--- src/rtl/cd_pkg.sv ---
package cd_pkg;
  typedef enum logic [0:0] {
    EVT_INS = 1'b0,
    EVT_REM = 1'b1
  } cd_evt_e;

  localparam int unsigned NUM_EVT = 2;

  typedef struct packed {
    logic rise;
    logic fall;
  } cd_edge_t;
endpackage

--- src/rtl/cd_debounce.sv ---
module cd_debounce #(
  parameter int unsigned DEBOUNCE_CYCLES = 1024
) (
  input  logic            clk,
  input  logic            rst_n,
  input  logic            raw_in,
  output logic            stable,
  output cd_pkg::cd_edge_t edge_o
);
  localparam int unsigned CNT_W = (DEBOUNCE_CYCLES < 2) ? 1 : $clog2(DEBOUNCE_CYCLES);
  localparam logic [CNT_W-1:0] CNT_LAST = CNT_W'(DEBOUNCE_CYCLES - 1);

  logic [1:0]       sync_q;
  logic             synced;
  logic             stable_q;
  logic [CNT_W-1:0] cnt_q;
  logic             differs;
  logic             flip;

  assign synced  = sync_q[1];
  assign differs = synced ^ stable_q;
  assign flip    = differs && (cnt_q == CNT_LAST);

  always_ff @(posedge clk or negedge rst_n) begin
    if (!rst_n) begin
      sync_q <= 2'b00;
    end else begin
      sync_q <= {sync_q[0], raw_in};
    end
  end

  always_ff @(posedge clk or negedge rst_n) begin
    if (!rst_n) begin
      cnt_q    <= '0;
      stable_q <= 1'b0;
    end else if (flip) begin
      cnt_q    <= '0;
      stable_q <= synced;
    end else if (differs) begin
      cnt_q    <= cnt_q + 1'b1;
    end else begin
      cnt_q    <= '0;
    end
  end

  assign stable      = stable_q;
  assign edge_o.rise = flip & synced;
  assign edge_o.fall = flip & ~synced;

  AST_CNT_IN_RANGE: assert property (@(posedge clk) disable iff (!rst_n)
    cnt_q <= CNT_LAST);
  AST_FLIP_FOLLOWS_SYNC: assert property (@(posedge clk) disable iff (!rst_n)
    (stable_q != $past(stable_q)) |-> (stable_q == $past(synced)));
endmodule

--- src/rtl/cd_irq_status.sv ---
module cd_irq_status (
  input  logic                       clk,
  input  logic                       rst_n,
  input  logic                       soft_rst,
  input  logic [cd_pkg::NUM_EVT-1:0] set_i,
  input  logic [cd_pkg::NUM_EVT-1:0] clr_i,
  input  logic [cd_pkg::NUM_EVT-1:0] en_i,
  output logic [cd_pkg::NUM_EVT-1:0] pend_o,
  output logic                       irq_o
);
  logic [cd_pkg::NUM_EVT-1:0] pend_q;

  for (genvar g = 0; g < cd_pkg::NUM_EVT; g++) begin : g_flag
    always_ff @(posedge clk or negedge rst_n) begin
      if (!rst_n) begin
        pend_q[g] <= 1'b0;
      end else if (set_i[g]) begin
        pend_q[g] <= 1'b1;
      end else if (clr_i[g] || soft_rst) begin
        pend_q[g] <= 1'b0;
      end
    end

    AST_SET_STICKS: assert property (@(posedge clk) disable iff (!rst_n)
      set_i[g] |=> pend_q[g]);
  end

  assign pend_o = pend_q;
  assign irq_o  = |(pend_q & en_i);
endmodule

--- src/rtl/cd_pad_guard.sv ---
module cd_pad_guard #(
  parameter int unsigned DAT_W = 4
) (
  input  logic             clk,
  input  logic             rst_n,
  input  logic             lock,
  input  logic             fall,
  input  logic             pwr_en,
  input  logic             clk_en,
  input  logic             cmd_req,
  input  logic [DAT_W-1:0] dat_req,
  output logic             cmd_oe,
  output logic [DAT_W-1:0] dat_oe,
  output logic             pwr_clr,
  output logic             clk_clr
);
  logic kill_q;

  assign cmd_oe = cmd_req & ~lock;

  for (genvar i = 0; i < DAT_W; i++) begin : g_dat
    assign dat_oe[i] = dat_req[i] & ~lock;
  end

  always_ff @(posedge clk or negedge rst_n) begin
    if (!rst_n) begin
      kill_q <= 1'b0;
    end else begin
      kill_q <= fall & pwr_en & clk_en;
    end
  end

  assign pwr_clr = kill_q;
  assign clk_clr = kill_q;

  AST_KILL_ONE_CYCLE: assert property (@(posedge clk) disable iff (!rst_n)
    kill_q |=> !kill_q);
endmodule

--- src/rtl/card_detect_unit.sv ---
module card_detect_unit #(
  parameter int unsigned DEBOUNCE_CYCLES = 1024,
  parameter int unsigned DAT_W           = 4
) (
  input  logic             clk,
  input  logic             rst_n,
  input  logic             soft_rst,
  input  logic             cd_raw,
  input  logic             pwr_en,
  input  logic             clk_en,
  input  logic             ins_irq_en,
  input  logic             rem_irq_en,
  input  logic             ins_clr,
  input  logic             rem_clr,
  input  logic             cmd_oe_req,
  input  logic [DAT_W-1:0] dat_oe_req,
  output logic             card_present,
  output logic             ins_pend,
  output logic             rem_pend,
  output logic             irq,
  output logic             cmd_oe,
  output logic [DAT_W-1:0] dat_oe,
  output logic             pwr_clr,
  output logic             clk_clr
);
  import cd_pkg::*;

  cd_edge_t             edg;
  logic [NUM_EVT-1:0]   set_v;
  logic [NUM_EVT-1:0]   clr_v;
  logic [NUM_EVT-1:0]   en_v;
  logic [NUM_EVT-1:0]   pend_v;

  cd_debounce #(.DEBOUNCE_CYCLES(DEBOUNCE_CYCLES)) u_deb (
    .clk    (clk),
    .rst_n  (rst_n),
    .raw_in (cd_raw),
    .stable (card_present),
    .edge_o (edg)
  );

  always_comb begin
    set_v = '0;
    clr_v = '0;
    en_v  = '0;
    set_v[EVT_INS] = edg.rise;
    set_v[EVT_REM] = edg.fall;
    clr_v[EVT_INS] = ins_clr;
    clr_v[EVT_REM] = rem_clr;
    en_v[EVT_INS]  = ins_irq_en;
    en_v[EVT_REM]  = rem_irq_en;
  end

  cd_irq_status u_irq (
    .clk      (clk),
    .rst_n    (rst_n),
    .soft_rst (soft_rst),
    .set_i    (set_v),
    .clr_i    (clr_v),
    .en_i     (en_v),
    .pend_o   (pend_v),
    .irq_o    (irq)
  );

  assign ins_pend = pend_v[EVT_INS];
  assign rem_pend = pend_v[EVT_REM];

  cd_pad_guard #(.DAT_W(DAT_W)) u_pad (
    .clk     (clk),
    .rst_n   (rst_n),
    .lock    (rem_pend),
    .fall    (edg.fall),
    .pwr_en  (pwr_en),
    .clk_en  (clk_en),
    .cmd_req (cmd_oe_req),
    .dat_req (dat_oe_req),
    .cmd_oe  (cmd_oe),
    .dat_oe  (dat_oe),
    .pwr_clr (pwr_clr),
    .clk_clr (clk_clr)
  );

  AST_RISE_FLAGS_INS: assert property (@(posedge clk) disable iff (!rst_n)
    $rose(card_present) |-> ins_pend);
  AST_FALL_FLAGS_REM: assert property (@(posedge clk) disable iff (!rst_n)
    $fell(card_present) |-> rem_pend);
  AST_PADS_OFF_ON_FALL: assert property (@(posedge clk) disable iff (!rst_n)
    $fell(card_present) |-> (!cmd_oe && dat_oe == '0));
  AST_KILL_NEEDS_REMOVAL: assert property (@(posedge clk) disable iff (!rst_n)
    pwr_clr |-> ($fell(card_present) && $past(pwr_en && clk_en)));
  AST_STROBES_PAIRED: assert property (@(posedge clk) disable iff (!rst_n)
    pwr_clr == clk_clr);
endmodule

--- config.mk ---
export PLATFORM = sky130hd
export DESIGN_NAME = card_detect_unit
export DESIGN_NICKNAME = d
export VERILOG_FILES = /design/src/rtl/cd_pkg.sv /design/src/rtl/cd_debounce.sv /design/src/rtl/cd_irq_status.sv /design/src/rtl/cd_pad_guard.sv /design/src/rtl/card_detect_unit.sv
export SDC_FILE = /design/constraint.sdc
export NUM_CORES = 1
export LEC_CHECK = 0
export ABC_AREA = 1
export BUFFER_PORTS_ARGS = -buffer_cell sky130_fd_sc_hd__buf_4
export CAP_MARGIN = 20
export CORE_MARGIN = 3
export CORE_UTILIZATION = 40
export DETAILED_ROUTE_END_ITERATION = 7
export GPL_ROUTABILITY_DRIVEN = 0
export PLACE_DENSITY_LB_ADDON = 0.3
export SYNTH_ARGS = -nofsm -noshare
export SYNTH_HDL_FRONTEND = slang
export SYNTH_SLANG_ARGS = --single-unit
export TNS_END_PERCENT = 1
--- constraint.sdc ---
create_clock -name clk -period 1.5 [get_ports clk]
set_input_delay 0.15 -clock clk [delete_from_list [all_inputs] [get_ports clk]]
set_output_delay 0.15 -clock clk [all_outputs]
set_load 0.01 [all_outputs]
Word level (Yosys, flattened, before mapping)
Cells that the tools add are included.
{"block": "word_totals", "regBits": 16, "output_inout_bits": 11, "in_bits": 15, "wordCells": 33}
{"block": "op_classes", "add_sub_neg": 1, "n_reduce_logical": 6, "n_eq_ne": 1, "bitwise": 13, "muxes": 6}
{"op": "2-to-1 mux 10 bit", "count": 2}
{"op": "adder 10 x 1 -> 10 bit (second input constant)", "count": 1}
{"op": "equality test 10 bit (second input constant)", "count": 1}
{"op": "bitwise AND 1 bit", "count": 9}
{"op": "2-to-1 mux 1 bit", "count": 4}
{"op": "nonzero test 2 bit", "count": 2}
{"op": "bitwise AND 2 bit", "count": 1}
{"op": "logical OR 1 bit", "count": 2}
{"op": "inverter 1 bit", "count": 2}
{"op": "OR reduction 2 bit", "count": 1}
{"op": "logical AND 1 bit", "count": 1}
{"op": "XOR 1 bit", "count": 1}

Longest topological paths before layout
Gate-level depths: netlist (run 1).
{"block": "depth", "depth_word": 5, "ltp_mapped": 8, "depth_no_buf": 8}

By module
A second synthesis (run 1) with hierarchy kept.
{"block": "hier_totals", "cells_unflattened": 106, "area_unflattened_um2": 820.8}
{"mod": "cd_debounce", "instances": 1, "seq_area_each_um2": 325.3, "cells_per_inst": 78, "area_each_um2": 648.1}
{"mod": "cd_irq_status", "instances": 1, "seq_area_each_um2": 50.0, "cells_per_inst": 13, "area_each_um2": 91.3}
{"mod": "cd_pad_guard", "instances": 1, "seq_area_each_um2": 25.0, "cells_per_inst": 15, "area_each_um2": 81.3}

Worst setup path after synthesis (run 1)
OpenSTA, ideal clock, no wires.
{"block": "synth_timing", "path_type": "register -> register", "startpoint": "reg u_deb.cnt_q[0]", "endpoint": "reg u_deb.stable_q (netlist: u_deb.stable)", "synth_period_minus_slack_ns": 1.187, "setup_ns": 0.123, "setup_slack_ns": 0.313, "stages_incl_launch_ff": 7, "arrival_time_ns": 1.064, "required_ns": 1.377, "path_buffers": 0, "path_cell_list": "dfrtp_1 > ha_1 > nand2_2 > nor2_4 > nand3_1 > o21ai_0 > nand2_1"}
{"block": "synth_between", "elab_chain_len": 2}
{"element": "from (decl)", "line": "cd_debounce.sv:16", "source": "logic [CNT_W-1:0] cnt_q;"}
{"element": "from (signal assigned)", "line": "cd_debounce.sv:40", "source": "cnt_q <= cnt_q + 1'b1;"}
{"element": "equality test 10 bit", "line": "cd_debounce.sv:22", "source": "assign flip = differs && (cnt_q == CNT_LAST);"}
{"element": "logical AND 1 bit", "line": "cd_debounce.sv:22"}
{"element": "to (signal assigned)", "line": "cd_debounce.sv:38", "source": "stable_q <= synced;"}
{"element": "to (decl)", "line": "cd_debounce.sv:15", "source": "logic stable_q;"}
No other way between the ends.
A chain may end at the register's enable or synchronous reset.

Final worst setup path (run 1)
Same ends and word-level chain as after synthesis.

==> qor.yml, run 1 <==
status:
  status: "finished, final reports clean"
layout:
  syn_to_final_growth_pct: 32.5
  finalNetCount: 138
  drive_gt1_share_pct: 36.7
  antennaDiodeCount: 0
cts:
  clock_sinks: 16
  cts_made_buffers: 3
  path_clk_slew_ns: 0.08
  clock_latency_ns: 0.28
  post_cts_resized: 0
  clockBufferDepth: 2
  cts_hold_buffers: 2
  cts_root_buf: "clkbuf_4"
  htree_levels: 1
  cts_setup_buffers: 0
  cts_tree: "done"
yosys:
  yosysTopAreaCell: "dfrtp_1"
  synth_top_area_share_pct: 49.8
  synth_cell_types: 24
  async_flop_share_pct: 100
  synth_common_cells: "16 x dfrtp_1, 16 x nor2_1, 13 x inv_1, 11 x nand2_1"
  synth_seq_area_share_pct: 49.8
  syn_nets: 106
  synth_edf_count: 0
  yosys_warnings: 0
  synth_area_sq_um: 805
  synth.avg_cell_area_sq_um: 8.94
  synthFlopType: "dfrtp_1"
  synth_cells: 90
  yosys-top-cells-area: "dfrtp_1 50%, nor2_1 7.5%, inv_1 6.1%, nand2_1 5.1%, nor2_4 4.2%"
  synth-seq-cells: 16
floorplan:
  core_sq_um: 1820
  die_x_um: 50.8
  initial_utilization_pct: 44.2
  core.rowCount: 15
  dieHeight_um: 50.8
  dieArea_sq_um: 2590
  pin_count: 26
worst_setup_path:
  critPathMaxFanout: 4
  slowest_stage: "dfrtp_1"
  critical_path_class: "reg -> reg"
  cp_num_buf_inv: 0
  crit_required_ns: 1.68
  path_delay_family: "simple AND/OR/NAND/NOR gates"
  slowest_delay_ns: 0.38
  worstSetupStartpointType: "register"
  worst_ep_arrival_time_ns: 1.49
  path_cells: "ha_1 > nand2_2 > nor2_4 > nand3_1 > o21ai_0 > nand2_1"
  endpoint_kind: "register"
sta:
  tns_ns: 0
  max-slew-margin-rel_pct: 83.8
  period_share_pct: 87.9
  setup_viol: 0
  finalMaxSlewViolations: 0
  skew_ns: 0.00399
  fmax_ghz: 0.758
  tightestPinTransition_ns: 0.242
  hold_slack_ns: 0.0273
  grt_setup_unrepaired: "false"
  timing.final.crit_period_ns: 1.32
  finalHoldViolations: 0
power:
  totalPowerFinal_uw: 750
  ir_worst_vdd_mv: 0.456
  power_density_nw_per_um2: 704
  leakage_uw: 0.000538
place:
  hpwl_um: 1250
  portBuffers: 25
grt:
  antenna_found_initial: 0
  grt.overflow.total: 0
  grt_max_degree: 17
  grt_pass1_wl_um: 2720
  grt.busiest_layer: "met2"
  grt_usage_pct: 14.2
  use_met3_pct: 2.33
  grtUsageMet1_pct: 16.5
  grtUsageMet2_pct: 24.1
  grt_pass1_vias: 633
detailed_routing:
  vias: 652
  routedWlPerCell_um: 11.1
  drtPass1Iterations: 6
  drc_errors: 0
  viasPerCell: 4.50
  drtIter0Drc: 8
  totalWireLength_um: 1610
  ant_nets: 0
min_path:
  hold_path.class: "in -> reg"
flow_run:
  drv_cap: 0
[power by group]
part	leakage, uW	internal, uW	total, uW	switching, uW
logic	0.000308	47.7	86.0	38.3
clock network	0.0000138	93.3	217	124
registers	0.000216	440	447	7.33
total	0.000538	581	750	169
[metal layers]
metal | wire length [um] | part of all wire [%]
met5 | 0 | 0
met4 | 55 | 3.4
met3 | 105 | 6.5
met2 | 790 | 49
met1 | 662 | 41
[cells in the final DEF (no fill, tap or decap), drive strengths merged]
master	Yosys	layout
a21oi	2	2
clkbuf	0	3
nor2	22	22
buf	1	26
a22o	1	1
o21ai	3	3
nor3	3	3
dlygate4sd3	0	2
xor2	2	2
xnor2	3	3
nor3b	1	1
ha	1	1
dfrtp	16	16
inv	15	15
nand2	15	15
nand3	4	4
nand3b	1	1
[final timing paths]
check / start / end / slack (ns) / cells after the start
min in group asynchronous: rst_n / u_irq.pend_o[0] / 0.25 / 2
max in group asynchronous: rst_n / u_deb.cnt_q[7] / 1.07 / 2
max: u_deb.cnt_q[0] / u_deb.stable / 0.18 / 6
max reg2reg: u_deb.cnt_q[0] / u_deb.stable / 0.18 / 6
min reg2reg: u_deb.sync_q[0] / u_deb.sync_q[1] / 0.35 / 0
min: ins_clr / u_irq.pend_o[0] / 0.03 / 2
[worst reg2reg max path, cell delays in order (launching register included)]
cell     delay [ns]
dfrtp_1        0.38
ha_1           0.19
nand2_2        0.10
nor2_4         0.13
nand3_1        0.15
o21ai_0        0.21
nand2_1        0.07
[sequential cells by signal, summed over array words and instances, names as in the netlist]
name	flops
u_pad.clk_clr	1
u_irq.pend_o	2
u_deb.stable	1
u_deb.cnt_q	10
u_deb.sync_q	2
[cell type report]
type | count | area, sq um
sequential | 16 | 400
fill | 159 | 754
inverter | 15 | 56.3
tap | 25 | 31.3
timing repair buffer | 28 | 215
multi-input combinational | 58 | 340
clock buffer | 3 | 22.5
[cells by family (layout without fill, tap and decap cells)]
kind of cell,count (synthesis),count (layout),synth area share (%)
AOI/OAI and AO/OA,6,6,4.66
xor gates and xnor gates,5,5,6.38
adders and majority gates,1,1,1.55
buffers and inverters,16,46,7.93
DFF,16,16,49.8
and+or+nand+nor,46,46,29.7
[through the flow]
stage | instances | area (sq um) | setup slack (ns) | utilization [%]
finish | 145 | 1070 | 0.181 | 58.6
global route | 145 | 1070 | 0.0483 | 58.6
CTS | 145 | 1070 | 0.172 | 58.6
detailed placement | 140 | 1020 | 0.194 | 56.2
global placement | 140 | 1020 | 0.270 | 56.2
floorplan | 90 | 805 | 0.313 | -
Note: power is estimated with default switching activity, not from simulation.
==> inputs of run 2 (changes only) <==
--- a/config.mk
+++ b/config.mk
@@ -12,7 +12,7 @@
 export CORE_UTILIZATION = 40
 export DETAILED_ROUTE_END_ITERATION = 7
 export GPL_ROUTABILITY_DRIVEN = 0
-export PLACE_DENSITY_LB_ADDON = 0.3
+export PLACE_DENSITY = 0.65
 export SYNTH_ARGS = -nofsm -noshare
 export SYNTH_HDL_FRONTEND = slang
 export SYNTH_SLANG_ARGS = --single-unit
==> qor.yml, run 2 (synthesized netlist as in run 1, its figures left out) <==
status:
  status: "finished, final reports clean"
power:
  clkPwrFrac_pct: 34.5
  p_sw_uw: 178
  totalPowerFinal_uw: 814
  ir_worst_vdd_mv: 0.539
  switching_share_pct: 21.9
  share_comb_of_total_power_pct: 10.6
  power_density_nw_per_um2: 754
  intPower_uw: 636
  p_seq_share_pct: 54.9
  leakage_uw: 0.000545
cts:
  htree_levels: 1
  path_clk_slew_ns: 0.09
  clock_latency_ns: 0.28
  cts_tree: "done"
  clock_sinks: 16
  clockBufferDepth: 2
  post_cts_resized: 0
  cts_root_buf: "clkbuf_4"
  cts_made_buffers: 3
grt:
  grt_usage_pct: 14.2
  grt_pass1_vias: 644
  grt_pass1_wl_um: 2680
  grt.overflow.total: 0
  grt_max_degree: 17
  antenna_found_initial: 0
worst_setup_path:
  worstSetupStartpointType: "register"
  reg2reg_to: "u_deb.cnt_q[9]"
  endpoint_kind: "register"
  reg2reg_from: "u_deb.cnt_q[0]"
  r2r_cells: 8
  crit_required_ns: 1.68
  critical_path_class: "reg -> reg"
  critPathMaxFanout: 6
  rrSetupSlack_ns: 0.21
  worst_ep_arrival_time_ns: 1.48
floorplan:
  dieHeight_um: 50.8
  core.rowCount: 15
  pin_count: 26
  dieArea_sq_um: 2590
  initial_utilization_pct: 44.2
  die_x_um: 50.8
  core_sq_um: 1820
detailed_routing:
  ant_nets: 0
  drtIter0Drc: 18
  drtPass1Iterations: 4
  drc_errors: 0
  viasPerCell: 4.41
  vias: 644
  routedWlPerCell_um: 10.5
  totalWireLength_um: 1530
sta:
  timing.final.crit_period_ns: 1.29
  period_share_pct: 86.2
  finalHoldViolations: 0
  hold_slack_ns: 0.0228
  fmax_ghz: 0.773
  finalMaxSlewViolations: 0
  tns_ns: 0
  tightestPinTransition_ns: 0.236
  max-slew-margin-rel_pct: 84.2
  grt_setup_unrepaired: "false"
  skew_ns: 0.000941
  setup_viol: 0
place:
  dpl_cell_area_sq_um: 1020
  portBuffers: 25
  hpwl_um: 1220
layout:
  largest_register_ff_count: 10
  drive_gt1_share_pct: 37.2
  final_cell_mix: "26 x buf_4, 16 x nor2_1, 16 x dfrtp_1"
  finalNetCount: 138
  regArea_sq_um: 400
  final_common_cell: "buf_4"
  fin_area_sq_um: 1080
  syn_to_final_growth_pct: 34.2
  multi_input_area_sq_um: 340
  final.fill_count: 159
  antennaDiodeCount: 0
  top_register: "u_deb.cnt_q"
  fin_util_pct: 59.3
min_path:
  hold_depth: 2
  whs_endpoint: "u_irq.pend_o[1]"
  min_from: "rem_clr"
  hold_path.class: "in -> reg"
flow_run:
  drv_cap: 0
==> run 2: changes by cell type in the layout (fill, tap and decap cells not counted) <==
cell      delta
clkbuf_8     +1
==> run 2: worst max path at each step <==
stage | from | end | depth (start not counted)
after floorplan | u_deb.cnt_q[0] | u_deb.stable | 6
after global placement | u_deb.cnt_q[0] | u_deb.stable | 6
after detailed placement | u_deb.cnt_q[0] | u_deb.stable | 6
after CTS | u_deb.cnt_q[0] | u_deb.cnt_q[9] | 8
after global routing | u_deb.cnt_q[0] | u_irq.pend_o[0] | 7
final | u_deb.cnt_q[0] | u_deb.cnt_q[9] | 8
==> run 2: cell type report <==
class                      instances  area share, %
sequential                        16           37.1
multi-input combinational         58           31.5
timing repair buffer              28           19.9
inverter                          15           5.21
clock buffer                       4           3.36
tap                               25           2.90
==> run 2: through the flow <==
step,worst slack (ns),instances
2_1_floorplan,0.313,90
3_3_place_gp,0.264,140
4_1_cts,0.193,146
6_report,0.207,146
5_1_grt,0.0479,146
3_5_place_dp,0.204,140
==> run 2: per-layer routing <==
| layer | GRT usage, % | up-vias | share of wire, % |
|---|---|---|---|
| li1 | - | 333 | - |
| met1 | 16.9 | 286 | 44 |
| met2 | 23.0 | 21 | 48 |
| met3 | 3.79 | 4 | 5.7 |
| met4 | 8.07 | 0 | 2.4 |
| met5 | 0 | - | 0 |
==> run 2: critical path: stages, from the launching register on <==
cell and delay (ns):
dfrtp_1 0.38, ha_1 0.19, nand2_2 0.10, nor2_4 0.14, nand3_1 0.15, nand2_4 0.12, inv_2 0.04, nand2_2 0.05
nor2_2 0.03
==> run 2: power by group through the flow <==
stage | Combinational, uW | Clock, uW | Sequential, uW
floorplan | 30.2 | 0 | 454
global placement | 81.9 | 0 | 455
detailed placement | 83.8 | 0 | 456
CTS | 88.1 | 291 | 447
global route | 95.5 | 312 | 449
finish | 85.9 | 281 | 447
==> run 2: what timing repair did <==
item | 4_1_cts | 5_1_grt
hold buffers | 2 | 0
setup buffers | 0 | 0
hold endpoints to repair | 17 | 0
